--- src/rtl/cos_port_pkg.sv ---
package cos_port_pkg;
  localparam int DEF_GROUPS  = 6;
  localparam int DEF_GROUP_W = 8;
  localparam int ADDR_W      = 3;
  localparam logic [ADDR_W-1:0] GAP_OFS    = 3'd3;
  localparam logic [ADDR_W-1:0] STATUS_OFS = 3'd7;

  // Byte offset to input group; the gap offset is skipped.
  function automatic int ofs_to_group(input logic [ADDR_W-1:0] ofs);
    return (ofs < GAP_OFS) ? int'(ofs) : int'(ofs) - 1;
  endfunction
endpackage

--- src/rtl/cos_sync.sv ---
module cos_sync #(
  parameter int W      = 48,
  parameter int STAGES = 2
) (
  input  logic         clk,
  input  logic         rst,
  input  logic [W-1:0] din,
  output logic [W-1:0] sync_q,
  output logic [W-1:0] toggle
);
  logic [W-1:0] stg [STAGES];
  logic [W-1:0] prev_q;

  genvar s;
  generate
    for (s = 0; s < STAGES; s++) begin : g_stage
      if (s == 0) begin : g_first
        always_ff @(posedge clk) begin
          if (rst) stg[0] <= '0;
          else     stg[0] <= din;
        end
      end else begin : g_next
        always_ff @(posedge clk) begin
          if (rst) stg[s] <= '0;
          else     stg[s] <= stg[s-1];
        end
      end
    end
  endgenerate

  always_ff @(posedge clk) begin
    if (rst) prev_q <= '0;
    else     prev_q <= stg[STAGES-1];
  end

  assign sync_q = stg[STAGES-1];
  assign toggle = stg[STAGES-1] ^ prev_q;
endmodule

--- src/rtl/cos_flags.sv ---
module cos_flags #(
  parameter int GROUPS  = 6,
  parameter int GROUP_W = 8
) (
  input  logic                      clk,
  input  logic                      rst,
  input  logic [GROUPS*GROUP_W-1:0] toggle,
  input  logic [GROUPS-1:0]         en,
  input  logic                      clr,
  output logic [GROUPS-1:0]         chg,
  output logic [GROUPS-1:0]         flags,
  output logic                      irq
);
  logic [GROUPS-1:0] flags_nx;

  genvar g;
  generate
    for (g = 0; g < GROUPS; g++) begin : g_grp
      assign chg[g] = en[g] & (|toggle[g*GROUP_W +: GROUP_W]);
    end
  endgenerate

  always_comb flags_nx = clr ? chg : (flags | chg);

  always_ff @(posedge clk) begin
    if (rst) begin
      flags <= '0;
      irq   <= 1'b0;
    end else begin
      flags <= flags_nx;
      irq   <= |flags_nx;
    end
  end
endmodule

--- src/rtl/cos_regs.sv ---
module cos_regs
  import cos_port_pkg::*;
#(
  parameter int GROUPS  = 6,
  parameter int GROUP_W = 8
) (
  input  logic                      clk,
  input  logic                      rst,
  input  logic [ADDR_W-1:0]         addr,
  input  logic                      rd,
  input  logic                      wr,
  input  logic [GROUP_W-1:0]        wdata,
  input  logic [GROUPS*GROUP_W-1:0] sync_q,
  input  logic [GROUPS-1:0]         flags,
  output logic [GROUPS-1:0]         en,
  output logic                      status_rd,
  output logic [GROUP_W-1:0]        rdata
);
  localparam int PEND_BIT = GROUPS;

  logic [GROUP_W-1:0] rd_mux;

  assign status_rd = rd && (addr == STATUS_OFS);

  always_comb begin
    rd_mux = '0;
    if (addr == STATUS_OFS) begin
      rd_mux[GROUPS-1:0] = flags;
      rd_mux[PEND_BIT]   = ~(|flags);
    end else if (addr != GAP_OFS) begin
      for (int g = 0; g < GROUPS; g++)
        if (ofs_to_group(addr) == g) rd_mux = sync_q[g*GROUP_W +: GROUP_W];
    end
  end

  always_ff @(posedge clk) begin
    if (rst) begin
      en    <= '0;
      rdata <= '0;
    end else begin
      if (wr && addr == STATUS_OFS) en <= wdata[GROUPS-1:0];
      if (rd) rdata <= rd_mux;
    end
  end
endmodule

--- src/rtl/cos_input_port.sv ---
module cos_input_port
  import cos_port_pkg::*;
#(
  parameter int NUM_GROUPS  = DEF_GROUPS,
  parameter int GROUP_W     = DEF_GROUP_W,
  parameter int SYNC_STAGES = 2,
  localparam int IN_W       = NUM_GROUPS * GROUP_W
) (
  input  logic               clk,
  input  logic               rst,
  input  logic [IN_W-1:0]    din,
  input  logic [ADDR_W-1:0]  bus_addr,
  input  logic               bus_rd,
  input  logic               bus_wr,
  input  logic [GROUP_W-1:0] bus_wdata,
  output logic [GROUP_W-1:0] bus_rdata,
  output logic               irq_out
);
  logic [IN_W-1:0]       sync_q;
  logic [IN_W-1:0]       toggle;
  logic [NUM_GROUPS-1:0] grp_en;
  logic [NUM_GROUPS-1:0] grp_chg;
  logic [NUM_GROUPS-1:0] grp_flags;
  logic                  status_rd;

  cos_sync #(.W(IN_W), .STAGES(SYNC_STAGES)) sync_i (
    .clk(clk), .rst(rst), .din(din), .sync_q(sync_q), .toggle(toggle)
  );

  cos_flags #(.GROUPS(NUM_GROUPS), .GROUP_W(GROUP_W)) flags_i (
    .clk(clk), .rst(rst), .toggle(toggle), .en(grp_en), .clr(status_rd),
    .chg(grp_chg), .flags(grp_flags), .irq(irq_out)
  );

  cos_regs #(.GROUPS(NUM_GROUPS), .GROUP_W(GROUP_W)) regs_i (
    .clk(clk), .rst(rst), .addr(bus_addr), .rd(bus_rd), .wr(bus_wr),
    .wdata(bus_wdata), .sync_q(sync_q), .flags(grp_flags), .en(grp_en),
    .status_rd(status_rd), .rdata(bus_rdata)
  );
endmodule

--- config.mk ---
export PLATFORM = sky130hd
export DESIGN_NAME = cos_input_port
export DESIGN_NICKNAME = d
export VERILOG_FILES = /design/src/rtl/cos_port_pkg.sv /design/src/rtl/cos_sync.sv /design/src/rtl/cos_flags.sv /design/src/rtl/cos_regs.sv /design/src/rtl/cos_input_port.sv
export SDC_FILE = /design/constraint.sdc
export NUM_CORES = 1
export LEC_CHECK = 0
export CORE_MARGIN = 2
export CORE_UTILIZATION = 30
export CTS_CLUSTER_SIZE = 25
export DETAILED_ROUTE_END_ITERATION = 12
export DONT_BUFFER_PORTS = 1
export PLACE_DENSITY = 0.45
export REMOVE_ABC_BUFFERS = 1
export SETUP_SLACK_MARGIN = 0.2
export SLEW_MARGIN = 20
export SYNTH_ARGS = -nofsm -noshare
export SYNTH_HDL_FRONTEND = slang
export SYNTH_SLANG_ARGS = --single-unit
--- constraint.sdc ---
create_clock -name clk -period 2.6 [get_ports clk]
set_clock_uncertainty 0.1 [all_clocks]
set_input_delay 0.13 -clock clk [delete_from_list [all_inputs] [get_ports clk]]
set_output_delay 0.13 -clock clk [all_outputs]
set_load 0.03 [all_outputs]
==> results of run 1 <==
## cell usage in the layout, fill, tap and decap left out, types with 4 or more instances in the layout
master         netlist  final
nand4_1             15     15
nand2_1             17     17
mux2i_1              6      6
o21ai_0             20     17
dlygate4sd3_1        0     85
xnor2_1             48     48
nor2b_1            154    154
dfxtp_1            165    165
a22oi_1              5      5
nor2_1              22     22
a31o_1               4      4
clkbuf_16            0     17
nand2b_1             6      6
a21oi_1             28     28
o21ai_1              3      6
## worst max-delay path by stage
stage | endpoint | slack, ns | cells after the start
final | flags_i.irq$_SDFF_PP0_ | 0.36 | 7
after global routing | flags_i.irq$_SDFF_PP0_ | 0.21 | 7
after CTS | flags_i.irq$_SDFF_PP0_ | 0.22 | 7
after detailed placement | regs_i.rdata[2]$_SDFFE_PP0P_ | 0.61 | 8
after global placement | regs_i.rdata[3]$_SDFFE_PP0P_ | 0.69 | 8
after floorplan | regs_i.rdata[6]$_SDFFE_PP0P_ | 0.91 | 8
## per-layer routing
layer	GRT usage, %	vias to the layer above	wire length [um]
met2	21.7	73	6110
met3	4.59	14	664
met5	0	-	0
met1	16.9	1891	5900
met4	4.85	0	204
li1	-	2000	-
## layout make-up
| type | count | area [um^2] |
|---|---|---|
| well taps | 260 | 325 |
| flip-flops and latches | 165 | 3300 |
| multi-input cells | 364 | 2360 |
| clock inverters | 14 | 178 |
| inverters | 3 | 11.3 |
| fillers | 1871 | 11300 |
| repair buffers | 87 | 886 |
| clock buffers | 17 | 425 |
## through the flow
step	area (um^2)	hold slack [ns]	worst slack (ns)
3_3_place_gp	6010	0.123	0.691
5_1_grt	7490	0.0235	0.209
2_1_floorplan	5680	0.0991	0.909
6_report	7490	0.0270	0.362
3_5_place_dp	6010	0.120	0.605
4_1_cts	7490	0.00571	0.217
## state kept, by name, indices dropped and copies added, names as in the netlist
register	cells
sync_i.stg	96
flags_i.irq	1
sync_i.prev_q	48
regs_i.rdata	8
flags_i.flags	6
regs_i.en	6
## cells by family after synthesis
family                   after synthesis
XOR/XNOR                              48
AND/OR/NAND/NOR                      228
buffers and inverters                 28
adder cells (fa/ha/maj)                2
AO/OA/AOI/OAI                         80
multiplexers                           6
flip-flops                           165
## power breakdown
group          switching (mW)  internal [mW]  leakage (nW)
registers              0.0755           2.63          1.36
clock network            1.05           1.52         0.293
logic                   0.160          0.219          1.20
total                    1.28           4.37          2.85
## critical path: cells and delay by family, from the launching register on
family | cells | cell delay [ns]
compound gates | 1 | 0.28
simple gates | 4 | 0.57
flops | 1 | 0.46
xor+xnor | 1 | 0.15
buf+inv | 1 | 0.56
## what timing repair did
action | 4_1_cts | 5_1_grt
endpoints found under the hold margin | 165 | 0
hold buffers | 86 | 0
endpoints found under the setup margin | 0 | 1
gates resized for setup | 0 | 3
## Yosys cell counts (all sizes together), types with 3 or more instances
| library cell | instances | area, um^2 |
|---|---|---|
| xnor2 | 48 | 420 |
| nand2b | 6 | 37.5 |
| o221ai | 3 | 26.3 |
| a222oi | 3 | 30.0 |
| mux2i | 6 | 60.1 |
| inv | 3 | 11.3 |
| a31o | 4 | 35.0 |
| nand4 | 15 | 93.8 |
| nand2 | 17 | 63.8 |
| buf | 6 | 47.5 |
| nor2 | 22 | 82.6 |
| a22oi | 5 | 37.5 |
| a21oi | 30 | 158 |
| dfxtp | 165 | 3300 |
| clkbuf | 19 | 71.3 |
| nor3 | 3 | 25.0 |
| o21ai | 23 | 115 |
| nor3b | 3 | 22.5 |
| o22ai | 3 | 18.8 |
| nor2b | 154 | 963 |
| a221oi | 3 | 26.3 |
==> reports/metrics.cfg, run 1 <==
[yosys]
synth_compound_area_share_pct=8.85
syn_inst=557
yosys.area_share.simple_pct=23.2
synth_edf_count=0
synth_fa_ha_area_share_pct=0.432
synthArstFlopShare_pct=0
ys_seq_area_share_pct=57.0
synthXorXnorAreaFrac_pct=7.25
netlist_area_um2=5800
synth.area.mux_share_pct=1.04
synth-seq-cells=165
synth_top_family_by_area=simple AND/OR/NAND/NOR gates
synth_flop_cell=dfxtp_1
yosysWarnings=0
syn_avg_cell_area_um2=10.4
yosysUniqueCellTypes=39

[sta]
min_period_over_period_pct=86.1
max_slew_margin_pct=55.6
max_freq_ghz=0.447
tns_ns=0
timing_hold_violations_final=0
worst_pin_slew_ns=0.664
period_minus_slack_ns=2.24
finalSetupViolations=0
slew_violations=0
rsz0062_at_grt=no

[hold_path]
hp-class=input pin to register
hp-start=bus_rd
hold_end=regs_i.rdata[3]$_SDFFE_PP0P_
worstHoldPathCells=3

[pwr]
power.total_mw=5.65
leakage_nw=2.85
powerDensity_nw_per_um2=755
max-vdd-ir-drop_v=0.000399

[clock_network]
clk_pin_slew_ns=0.07
cts_tree=yes
htreeDepth=4
clk_path_buf_depth=2
root_buffer=clkbuf_16
cts_sinks=165
clock_latency_ns=0.43
post_cts_buffers=0
cts_inserted_buffers=17

[floorplan]
start_util_pct=30.8
die_w_um=143
die_h_um=143
std_cell_rows=50
dieArea_um2=20400
ioPinCount=72
core_area_um2=18800

[critical_path]
path_cells=xnor2_1 -> nand4_1 -> o21ai_1 -> nand4_1 -> nor3_1 -> nor2_1 -> dlygate4sd3_1
cpPeakStageDelay_ns=0.56
crit_path_start=sync_i.stg[1][17]$_SDFF_PP0_
timing.rr.end=flags_i.irq$_SDFF_PP0_
reg2reg_from=sync_i.stg[1][17]$_SDFF_PP0_
reg2reg_slack_ns=0.36
path_class=register to register
crit_arrival_ns=2.45
worstRegToRegCells=7
crit_top_cell=nand4_1
endpoint_kind=register
worst-path-max-fanout=4
start_kind=register
required_ns=2.82
crit_slowest_cell=dlygate4sd3_1

[placed_design]
dpl.hpwl_um=8310
dpl.cell_count=793
port_buffers=0
globalplace.congestion=0.828

[route]
drc=0
drt_iter0_drc=223
viasPerCell=4.37
drt_wl_total_um=12900
wl_per_cell_um=14.2
routed-via-count=3978
drtPass1Iterations=5
ant_nets=0

[layout]
drive_above_1_share_pct=6.00
area_delta_synth_final_pct=29.3
fin_cells=910
final_util_pct=39.8
nets=703
n_antenna_cell=0

[flow_run]
max_cap_violations=0

[grt]
gr-total-overflow=0
grt_pass1_wl_um=20800
gr-usage-all-layers_pct=13.5
grt_max_degree=117
grt_antenna_before_repair=0
grt_pass1_vias=3992

[run_status]
status=finished, final reports clean

(Power assumes the default switching activity.)
==> run 2: changes to the inputs <==
--- a/config.mk
+++ b/config.mk
@@ -5,12 +5,14 @@
 export SDC_FILE = /design/constraint.sdc
 export NUM_CORES = 1
 export LEC_CHECK = 0
-export CORE_MARGIN = 2
+export CELL_PAD_IN_SITES_DETAIL_PLACEMENT = 0
+export CELL_PAD_IN_SITES_GLOBAL_PLACEMENT = 1
+export CORE_MARGIN = 10
 export CORE_UTILIZATION = 30
 export CTS_CLUSTER_SIZE = 25
 export DETAILED_ROUTE_END_ITERATION = 12
 export DONT_BUFFER_PORTS = 1
-export PLACE_DENSITY = 0.45
+export PLACE_DENSITY = 0.53
 export REMOVE_ABC_BUFFERS = 1
 export SETUP_SLACK_MARGIN = 0.2
 export SLEW_MARGIN = 20
==> reports/metrics.cfg, run 2 (same netlist as run 1, synthesis figures left out) <==
[run_status]
status=finished, final reports clean  ; unchanged

[floorplan]
ioPinCount=72  ; unchanged
std_cell_rows=50  ; unchanged
dieArea_um2=25300  ; was 20400 um^2
core_area_um2=18800  ; unchanged
die_w_um=159  ; was 143 um
die_h_um=159  ; was 143 um
start_util_pct=30.8  ; unchanged

[critical_path]
start_kind=input pin  ; was register
crit_arrival_ns=2.25  ; was 2.45 ns
path_buf_inv=2  ; was 1
required_ns=2.82  ; about the same
crit_top_cell=a21oi_1  ; was nand4_1
crit_slowest_cell=dlygate4sd3_1  ; unchanged
endpoint_kind=register  ; unchanged
critPathTopFamily=compound AO/OA/AOI/OAI gates  ; was simple AND/OR/NAND/NOR gates
path_class=input pin to register  ; was register to register
reg2reg_from=sync_i.stg[1][29]$_SDFF_PP0_  ; was sync_i.stg[1][17]$_SDFF_PP0_
path_cells=inv_1 -> ha_1 -> and2b_1 -> a32o_1 -> a21oi_1 -> a31o_1 -> a21oi_1 -> dlygate4sd3_1  ; was xnor2_1 -> nand4_1 -> o21ai_1 -> nand4_1 -> nor3_1 -> nor2_1 -> dlygate4sd3_1
worst-path-max-fanout=11  ; was 4
cpPeakStageDelay_ns=0.55  ; was 0.56 ns
reg2reg_slack_ns=0.74  ; was 0.36 ns
worstRegToRegCells=6  ; was 7
timing.rr.end=flags_i.irq$_SDFF_PP0_  ; unchanged

[clock_network]
clk_path_buf_depth=2  ; unchanged
cts_inserted_buffers=17  ; unchanged
htreeDepth=4  ; unchanged
clk_pin_slew_ns=0.07  ; about the same
clock_latency_ns=0.43  ; about the same
cts_sinks=165  ; unchanged
root_buffer=clkbuf_16  ; unchanged
cts_tree=yes  ; unchanged
ctsResizeCount=0  ; unchanged

[hold_path]
hold_end=regs_i.en[5]$_SDFFE_PP0P_  ; was regs_i.rdata[3]$_SDFFE_PP0P_
hp-start=rst  ; was bus_rd
worstHoldPathCells=2  ; was 3
hp-class=input pin to register  ; unchanged

[pwr]
max-vdd-ir-drop_v=0.000375  ; was 0.000399 V
leakage_nw=2.87  ; was 2.85 nW
power.total_mw=5.80  ; was 5.65 mW
powerDensity_nw_per_um2=769  ; was 755 nW/um^2

[grt]
grt_pass1_wl_um=22200  ; was 20800 um
grt_pass1_vias=4216  ; was 3992
gr-total-overflow=0  ; unchanged
grt_antenna_before_repair=1  ; was 0
grt_max_degree=117  ; unchanged
gr-usage-all-layers_pct=11.1  ; was 13.5%

[sta]
max_freq_ghz=0.493  ; was 0.447 GHz
min_period_over_period_pct=78.0  ; was 86.1%
finalSetupViolations=0  ; unchanged
tns_ns=0  ; unchanged
timing_hold_violations_final=0  ; unchanged
slew_violations=0  ; unchanged
max_slew_margin_pct=57.0  ; was 55.6%
worst_pin_slew_ns=0.644  ; was 0.664 ns
rsz0062_at_grt=no  ; unchanged
period_minus_slack_ns=2.03  ; was 2.24 ns

[route]
routed-via-count=3969  ; was 3978
viasPerCell=4.35  ; was 4.37
drt_wl_total_um=13500  ; was 12900 um
drtPass1Iterations=4  ; was 5
drc=0  ; unchanged
wl_per_cell_um=14.8  ; was 14.2 um
ant_nets=0  ; unchanged
drt_iter0_drc=237  ; was 223

[flow_run]
max_cap_violations=0  ; unchanged

[layout]
largest_registers=sync_i.stg: 96 flops, sync_i.prev_q: 48 flops, regs_i.rdata: 8 flops  ; unchanged
drive_above_1_share_pct=5.99  ; was 6.00%
largest_reg_flops=96  ; unchanged
nets=703  ; unchanged
layout_commonest_cell=dfxtp_1  ; unchanged
final_cell_mix=dfxtp_1 (165), nor2b_1 (154), dlygate4sd3_1 (86)  ; was dfxtp_1 (165), nor2b_1 (154), dlygate4sd3_1 (85)
regMostFlops=sync_i.stg  ; unchanged
area_delta_synth_final_pct=30.1  ; was 29.3%

[placed_design]
port_buffers=0  ; unchanged
globalplace.congestion=0.822  ; was 0.828
dpl.hpwl_um=8840  ; was 8310 um

[run 2: layer usage]
metal	up-vias	wire length (um)	part of all wire, %	GRT usage, %
met5	-	0	0	0
met4	0	220	1.6	3.66
met3	12	640	4.8	4.29
met2	84	6440	48	18.0
met1	1871	6160	46	13.1
li1	2002	-	-	-
[run 2: power by group]
| group | total [mW] | switching (mW) | internal, mW |
|---|---|---|---|
| clock network | 2.72 | 1.06 | 1.66 |
| logic | 0.378 | 0.161 | 0.217 |
| registers | 2.70 | 0.0747 | 2.63 |
| total | 5.80 | 1.29 | 4.51 |
[run 2: how the worst max path moves through the flow]
stage / from / to / slack [ns] / cells past startpoint
after floorplan: bus_addr[0] / regs_i.rdata[6]$_SDFFE_PP0P_ / 0.91 / 8
after global placement: bus_addr[1] / regs_i.rdata[6]$_SDFFE_PP0P_ / 0.63 / 8
after detailed placement: bus_addr[1] / regs_i.rdata[6]$_SDFFE_PP0P_ / 0.62 / 8
after CTS: bus_addr[1] / regs_i.rdata[4]$_SDFFE_PP0P_ / 0.61 / 8
after global routing: bus_addr[1] / regs_i.rdata[4]$_SDFFE_PP0P_ / 0.47 / 8
final: bus_addr[1] / regs_i.rdata[4]$_SDFFE_PP0P_ / 0.57 / 8
[run 2: metrics by stage]
stage	area, um^2	hold WS, ns	util (%)	setup slack, ns	cells
after floorplan	5680	0.0991	-	0.909	532
final	7540	0.0203	40.0	0.571	912
after global placement	6000	0.133	31.9	0.627	792
after CTS	7540	0.0233	40.0	0.612	911
after detailed placement	6000	0.132	31.9	0.620	792
after global routing	7540	0.0436	40.0	0.468	912
[run 2: what timing repair did]
action,in CTS,in global routing
setup buffers,0,0
endpoints found under the hold margin,165,0
hold buffers,87,0
[run 2: layout make-up]
| cell class | instances | area [um^2] |
|---|---|---|
| clock buffers | 18 | 439 |
| diodes | 1 | 2.50 |
| flip-flops and latches | 165 | 3300 |
| repair buffers | 87 | 888 |
| clock inverters | 14 | 209 |
| inverters | 3 | 11.3 |
| multi-input cells | 364 | 2360 |
| well taps | 260 | 325 |
| fillers | 1828 | 11300 |
